**src/rtl/msi_frame_pkg.sv**
```systemverilog
package msi_frame_pkg;
    localparam logic [11:0] OFS_TYPE     = 12'h008;
    localparam logic [11:0] OFS_DOORBELL = 12'h040;
    localparam logic [11:0] OFS_IDENT    = 12'hFCC;
    localparam logic [2:0]  SZ_HALF      = 3'd2;
    localparam logic [2:0]  SZ_WORD      = 3'd4;
    localparam int          ID_BIAS      = 32;

    typedef struct packed {
        logic        rsp_valid;
        logic [31:0] rsp_data;
    } rsp_state_t;
endpackage

```
**src/rtl/msi_id_rebase.sv**
```systemverilog
module msi_id_rebase #(
    parameter int BASE_ID    = 0,
    parameter int LINE_COUNT = 64,
    parameter int IDX_W      = 6
) (
    input  logic [9:0]       irq_id,
    output logic             in_range,
    output logic [IDX_W-1:0] line_idx
);
    localparam int FIRST_ID = BASE_ID + msi_frame_pkg::ID_BIAS;

    logic [10:0] offset;

    always_comb begin
        offset   = {1'b0, irq_id} - 11'(FIRST_ID);
        in_range = ({1'b0, irq_id} >= 11'(FIRST_ID)) && (offset < 11'(LINE_COUNT));
        line_idx = offset[IDX_W-1:0];
    end
endmodule

```
**src/rtl/msi_read_mux.sv**
```systemverilog
module msi_read_mux #(
    parameter int          BASE_ID      = 0,
    parameter int          LINE_COUNT   = 64,
    parameter logic [11:0] PRODUCT_CODE = 12'h051
) (
    input  logic [11:0] rd_addr,
    input  logic [2:0]  rd_size,
    output logic [31:0] rd_data
);
    import msi_frame_pkg::*;

    localparam logic [15:0] FIRST_ID = 16'(BASE_ID + ID_BIAS);
    localparam logic [31:0] TYPE_VAL = {FIRST_ID, 16'(LINE_COUNT)};
    localparam logic [31:0] IDENT_VAL = {PRODUCT_CODE, 20'h0};

    always_comb begin
        rd_data = '0;
        if (rd_size == SZ_WORD) begin
            unique case (rd_addr)
                OFS_TYPE:  rd_data = TYPE_VAL;
                OFS_IDENT: rd_data = IDENT_VAL;
                default:   rd_data = '0;
            endcase
        end
    end
endmodule

```
**src/rtl/msi_pulse_bank.sv**
```systemverilog
module msi_pulse_bank #(
    parameter int LINE_COUNT = 64,
    parameter int IDX_W      = 6
) (
    input  logic                  clk,
    input  logic                  rst_n,
    input  logic                  fire,
    input  logic [IDX_W-1:0]      fire_idx,
    output logic [LINE_COUNT-1:0] pulse
);
    logic [LINE_COUNT-1:0] pulse_d;
    logic [LINE_COUNT-1:0] pulse_q;

    for (genvar i = 0; i < LINE_COUNT; i++) begin : g_line
        always_comb pulse_d[i] = fire && (fire_idx == IDX_W'(i));
    end

    always_ff @(posedge clk or negedge rst_n) begin
        if (!rst_n) pulse_q <= '0;
        else        pulse_q <= pulse_d;
    end

    assign pulse = pulse_q;
endmodule

```
**src/rtl/msi_doorbell_frame.sv**
```systemverilog
module msi_doorbell_frame #(
    parameter int          BASE_ID      = 0,
    parameter int          LINE_COUNT   = 64,
    parameter logic [11:0] PRODUCT_CODE = 12'h051
) (
    input  logic                  clk,
    input  logic                  rst_n,
    input  logic                  req_valid,
    output logic                  req_ready,
    input  logic                  req_write,
    input  logic [11:0]           req_addr,
    input  logic [2:0]            req_size,
    input  logic [31:0]           req_wdata,
    output logic                  rsp_valid,
    input  logic                  rsp_ready,
    output logic [31:0]           rsp_rdata,
    output logic [LINE_COUNT-1:0] irq_pulse
);
    import msi_frame_pkg::*;

    localparam int IDX_W = (LINE_COUNT > 1) ? $clog2(LINE_COUNT) : 1;

    // configuration limits enforced at elaboration
    if (LINE_COUNT < 1 || LINE_COUNT > 128 || BASE_ID < 0 ||
        BASE_ID + ID_BIAS + LINE_COUNT > 1020) begin : g_bad_cfg
        $error("msi_doorbell_frame: illegal BASE_ID/LINE_COUNT");
    end

    rsp_state_t st_d;
    rsp_state_t st_q;

    logic             accept;
    logic             rd_accept;
    logic             size_ok_wr;
    logic             id_hit;
    logic             fire;
    logic [IDX_W-1:0] fire_idx;
    logic [31:0]      rd_data;
    logic [21:0]      unused_wdata_hi;

    assign unused_wdata_hi = req_wdata[31:10];

    assign req_ready = !st_q.rsp_valid || rsp_ready;
    assign accept    = req_valid && req_ready;
    assign rd_accept = accept && !req_write;
    assign size_ok_wr = (req_size == SZ_HALF) || (req_size == SZ_WORD);

    msi_read_mux #(
        .BASE_ID      (BASE_ID),
        .LINE_COUNT   (LINE_COUNT),
        .PRODUCT_CODE (PRODUCT_CODE)
    ) u_read_mux (
        .rd_addr (req_addr),
        .rd_size (req_size),
        .rd_data (rd_data)
    );

    msi_id_rebase #(
        .BASE_ID    (BASE_ID),
        .LINE_COUNT (LINE_COUNT),
        .IDX_W      (IDX_W)
    ) u_rebase (
        .irq_id   (req_wdata[9:0]),
        .in_range (id_hit),
        .line_idx (fire_idx)
    );

    assign fire = accept && req_write && size_ok_wr &&
                  (req_addr == OFS_DOORBELL) && id_hit;

    msi_pulse_bank #(
        .LINE_COUNT (LINE_COUNT),
        .IDX_W      (IDX_W)
    ) u_pulses (
        .clk      (clk),
        .rst_n    (rst_n),
        .fire     (fire),
        .fire_idx (fire_idx),
        .pulse    (irq_pulse)
    );

    always_comb begin
        st_d = st_q;
        if (rd_accept) begin
            st_d.rsp_valid = 1'b1;
            st_d.rsp_data  = rd_data;
        end else if (st_q.rsp_valid && rsp_ready) begin
            st_d.rsp_valid = 1'b0;
            st_d.rsp_data  = '0;
        end
    end

    always_ff @(posedge clk or negedge rst_n) begin
        if (!rst_n) st_q <= '0;
        else        st_q <= st_d;
    end

    assign rsp_valid = st_q.rsp_valid;
    assign rsp_rdata = st_q.rsp_data;
endmodule

```
**config.mk**
```make
export PLATFORM = sky130hd
export DESIGN_NAME = msi_doorbell_frame
export DESIGN_NICKNAME = d
export VERILOG_FILES = /design/src/rtl/msi_frame_pkg.sv /design/src/rtl/msi_id_rebase.sv /design/src/rtl/msi_read_mux.sv /design/src/rtl/msi_pulse_bank.sv /design/src/rtl/msi_doorbell_frame.sv
export SDC_FILE = /design/constraint.sdc
export NUM_CORES = 1
export LEC_CHECK = 0
export ABC_CLOCK_PERIOD_IN_PS = 1600
export BUFFER_PORTS_ARGS = -buffer_cell sky130_fd_sc_hd__buf_2
export CAP_MARGIN = 20
export CORE_ASPECT_RATIO = 0.75
export CORE_MARGIN = 2
export CORE_UTILIZATION = 40
export DETAILED_ROUTE_END_ITERATION = 16
export PLACE_DENSITY = 0.76
export SLEW_MARGIN = 15
export SYNTH_ARGS = -nofsm -noshare
export SYNTH_HDL_FRONTEND = slang
export SYNTH_SLANG_ARGS = --single-unit
```
**constraint.sdc**
```tcl
create_clock -name clk -period 1.6 [get_ports clk]
set_clock_uncertainty 0.1 [all_clocks]
set_input_delay 0.32 -clock clk [delete_from_list [all_inputs] [get_ports clk]]
set_output_delay 0.32 -clock clk [all_outputs]
set_load 0.01 [all_outputs]
```
# Word level (Yosys, flattened, before mapping)
# Cells that the tools add are included.
# word_totals
wordCells	156
regBits	97
out_inout_bits	98
in_bits	52
# classes
muxes	4
n_eq_ne	68
n_addsub	1
magnitude_cmp	2
n_reduce_logical	78
# op_table
operator	n
$eq 6x6->1 const B	32
$eq 6x5->1 const B	16
$logic_and 1x1->1	72
$mux 33	2
$pmux 27 s2	1
$eq 6x4->1 const B	8
$mux 32	1
$eq 6x3->1 const B	4
$eq 12x12->1 const B	1
$eq 12x4->1 const B	1
$eq 12x7->1 const B	1
$eq 6x2->1 const B	2
$lt 11x7->1 const B	1
$sub 10x6->11 const B	1
$ge 10x6->1 const B	1
$eq 6x1->1 const B	1
$logic_not 6->1	1
$eq 3x2->1 const B	1
$eq 3x3->1 const B	1
$logic_not 1->1	2
$logic_or 1x1->1	2
$reduce_bool 2->1	1

# Logic depth before layout (Yosys ltp)
# depth
depth_word	8
ltp_mapped	7
depth_no_buf	6

# Hierarchy
# Synthesis repeated with hierarchy kept, for this count alone.
# unflattened
cells_unflattened	297
area_unflattened_um2	3779.9
# modules_own_cells
module	seq_area_each_um2	n_inst	area_per_inst_um2	cells_each
msi_pulse_bank	1601.5	1	2070.7	157
msi_doorbell_frame	825.8	1	1300.0	85
msi_read_mux	0.0	1	285.3	39
msi_id_rebase	0.0	1	123.9	16

# Worst setup path after synthesis
# Ideal clock, no wire load.
# synth_timing
path_type	input-to-reg
startpoint	input req_wdata[5]
endpoint	register u_pulses.pulse_q[11], in the netlist u_pulses.pulse[11]
arrival_ns	1.641
cell_stages	7
required_ns	1.399
setup_ns	0.101
path_slack_ns	-0.242
n_path_buf	1
cell_sequence	inv_1 ha_1 nor2b_1 nor4b_4 nand4_4 buf_6 nor4_1
# synth_via
elab_chain_len	5
word_cells_on_any_way	7
cone_classes	add/sub: 1; order compare: 2; eq/ne: 1; reduce/logical: 3
# synth_lines
item	line	rtl
from (decl)	msi_doorbell_frame.sv:13	input logic [31:0] req_wdata,
$sub 10x6->11	msi_id_rebase.sv:15	offset = {1'b0, irq_id} - 11'(FIRST_ID);
$lt 11x7->1	msi_id_rebase.sv:16	in_range = ({1'b0, irq_id} >= 11'(FIRST_ID)) && (offset < 11'(LINE_COUNT));
$logic_and 1x1->1	msi_id_rebase.sv:16	
$logic_and 1x1->1	msi_doorbell_frame.sv:69	(req_addr == OFS_DOORBELL) && id_hit;
$logic_and 1x1->1 (*)	msi_pulse_bank.sv:15	always_comb pulse_d[i] = fire && (fire_idx == IDX_W'(i));
via u_pulses.pulse_d[11]	msi_pulse_bank.sv:11	logic [LINE_COUNT-1:0] pulse_d;
to (signal assigned)	msi_pulse_bank.sv:20	else pulse_q <= pulse_d;
to (decl)	msi_pulse_bank.sv:12	logic [LINE_COUNT-1:0] pulse_q;
# Mark *: on every way through the listed nets, which the timed path passes. The rest lies on a longest branch.
# A chain may end at the register's enable or synchronous reset.

# Worst setup path in the final report
# layout_timing
startpoint	input req_wdata[5]
endpoint	register u_pulses.pulse_q[56], in the netlist u_pulses.pulse[56]
# Same word-level chain as after synthesis.

==> results.cfg <==
[critical_path]
worst_setup_path_end_kind = flop
r2r-end = u_pulses.pulse[56]
crit_arrival_ns = 1.80
rr_startpoint = rsp_valid
crit_fanout = 64
cp-start-kind = primary input
reg2reg_depth = 5
crit_path_start = req_wdata[5]
regToRegSetupSlack_ns = -0.08
criticalPathCategory = in -> reg
cp.required_ns = 1.72

[detailed_routing]
num_vias = 2211
final_antenna_net_count = 0
drtIter0Drc = 142
drtPass1Iterations = 4
wire_per_inst_microns = 15.6
wirelength_microns = 6790
drc = 0
via_per_inst = 5.08

[cts]
numCtsBuffers = 9
cts_tree = built
clockRootBuffer = clkbuf_8
insertion_delay_ns = 0.33
clockBufferDepth = 2
cts_sinks = 67
path_clk_slew_ns = 0.07
cts_setup_buffers = 0
htree_levels = 3

[timing]
grt_setup_unrepaired = yes
timing.final.max_slew_violations = 0
clock.fmax_mhz = 595
finalCritPeriodShare_pct = 105
setup_viol = 52
setup_tns_ns = -1.26
period_minus_slack_ns = 1.68
hold_violations = 0
fin_ws_ns = -0.0808

[cells_and_area]
final.fill_count = 617
regArea_sq_um = 1680
layout_common_cells = buf_2 (98), dfrtp_1 (67), nor4_1 (41), conb_1 (27), nor4_2 (22)
fin_util_pct = 55.0
area_growth_pct = 33.4
layout-drive-gt1-share_pct = 47.6
n_antenna_cell = 0
final_common_cell = buf_2
multi_input_area_sq_um = 1040
fin_nets = 399

[synth]
async_flop_share_pct = 100
synth.yosys.seq_area_share_pct = 60.1
yosys_register_bits = 67
synth_edf_count = 0
ys.flop_type = dfrtp_1
syn_area_sq_um = 2790
synthCells = 241
yosysWarnings = 0
postSynthAreaPerCell_sq_um = 11.6
synth_cell_types = 29

[placed_design]
dp_hpwl_microns = 4600
gp_congestion = 0.815
io_buffers = 100
pre_cts_ws_ns = -0.435

[grt]
grt_overflow = 0
met1_usage_pct = 24.8
grtUsageMet3_pct = 7.43
grt_util_all_layers_pct = 18.0
grt_max_degree = 68
grt_pass1_vias = 2034
antenna_found_initial = 0
grt-busiest-layer = met2
use_met2_pct = 26.6
grt_pass1_wl_microns = 10400

[die]
ioPinCount = 150
coreArea_sq_um = 6770
dieArea_sq_um = 7660
die_y_microns = 76.3
rows = 26
die_w_microns = 100
start_util_pct = 41.2

[status]
status = complete, but fails checks
violations = negative setup slack

[min_path]
hold_path_end = rsp_rdata[21]
hold_depth = 2
hold_class = in -> reg
hold_start = req_addr[6]

[job]
drv_cap = 0

[power_and_ir_drop]
power.leakage_nw = 1.87
peakVddDrop_mv = 0.342
power.density_nw_per_um2 = 912
layout make-up:
| type | instances | area share (%) |
|---|---|---|
| clock inverters | 5 | 1.41 |
| inverters | 4 | 0.874 |
| clock buffers | 11 | 3.80 |
| repair buffers | 117 | 18.2 |
| well taps | 84 | 2.82 |
| multi-input cells | 147 | 27.8 |
| flip-flops and latches | 67 | 45.1 |
logic make-up (layout without fill, tap and decap cells):
logic type	after synthesis	in the layout	share of synthesized area [%]
adders and majority gates	1	1	0.449
AOI/OAI and AO/OA	4	4	1.08
other	1	27	0.134
xor gates and xnor gates	2	2	0.628
buffers and inverters	53	137	12.8
and+or+nand+nor	113	113	24.8
DFF	67	67	60.1
where the power goes:
part / internal, mW / leakage (nW) / switching [mW]
clock network: 0.754 / 0.0991 / 0.602
logic: 0.109 / 0.835 / 0.231
registers: 1.70 / 0.935 / 0.00108
synth_stat cells (2+ instances only):
master / instances / share of area [%]
inv_1: 4 / 0.54
buf_1: 7 / 0.94
o32ai_1: 2 / 0.63
nor4_1: 64 / 14
buf_4: 30 / 8.1
nand2b_1: 2 / 0.45
nand2_1: 15 / 2.0
nand4_1: 2 / 0.45
nand3_1: 8 / 1.4
nor2_1: 8 / 1.1
nor2b_1: 5 / 1.1
buf_6: 6 / 2.4
and3_1: 2 / 0.45
clkbuf_1: 5 / 0.67
dfrtp_1: 67 / 60
sequential cells by signal (all words and copies together) (netlist names):
signal and count:
rsp_rdata 2, rsp_valid 1, u_pulses.pulse 64
worst max path at each step:
stage | endpoint | cells past startpoint
2_1_floorplan | u_pulses.pulse[11] | 7
3_3_place_gp | u_pulses.pulse[42] | 8
3_5_place_dp | u_pulses.pulse[21] | 8
4_1_cts | req_ready | 3
5_1_grt | u_pulses.pulse[52] | 5
6_report | u_pulses.pulse[56] | 8
critical path: stages:
cell,delay (ns)
buf_4,0.13
inv_12,0.03
ha_4,0.25
nand2_2,0.05
nor4b_4,0.30
nand4_4,0.12
buf_12,0.23
nor4_1,0.33
per-stage QoR:
stage | cells | power, mW | instance area (sq um) | hold WS, ns
final | 435 | 3.39 | 3720 | 0.145
after global routing | 435 | 3.54 | 3720 | 0.136
after CTS | 435 | 3.41 | 3640 | 0.130
after detailed placement | 418 | 2.04 | 3350 | 0.261
after global placement | 418 | 2.03 | 3350 | 0.259
after floorplan | 267 | 1.93 | 2930 | -0.0756
routing by layer:
metal	part of all wire (%)	up-vias
li1	-	1026
met2	47	103
met3	8.2	4
met5	0	-
met4	0.54	0
met1	44	1078
what timing repair did:
item	in CTS	in global routing
endpoints found under the setup margin	54	60
endpoints found under the hold margin	67	0
pin swaps	0	0
resized for setup	16	12
hold buffers	1	0
No activity file was read; power rests on OpenSTA's default activity.
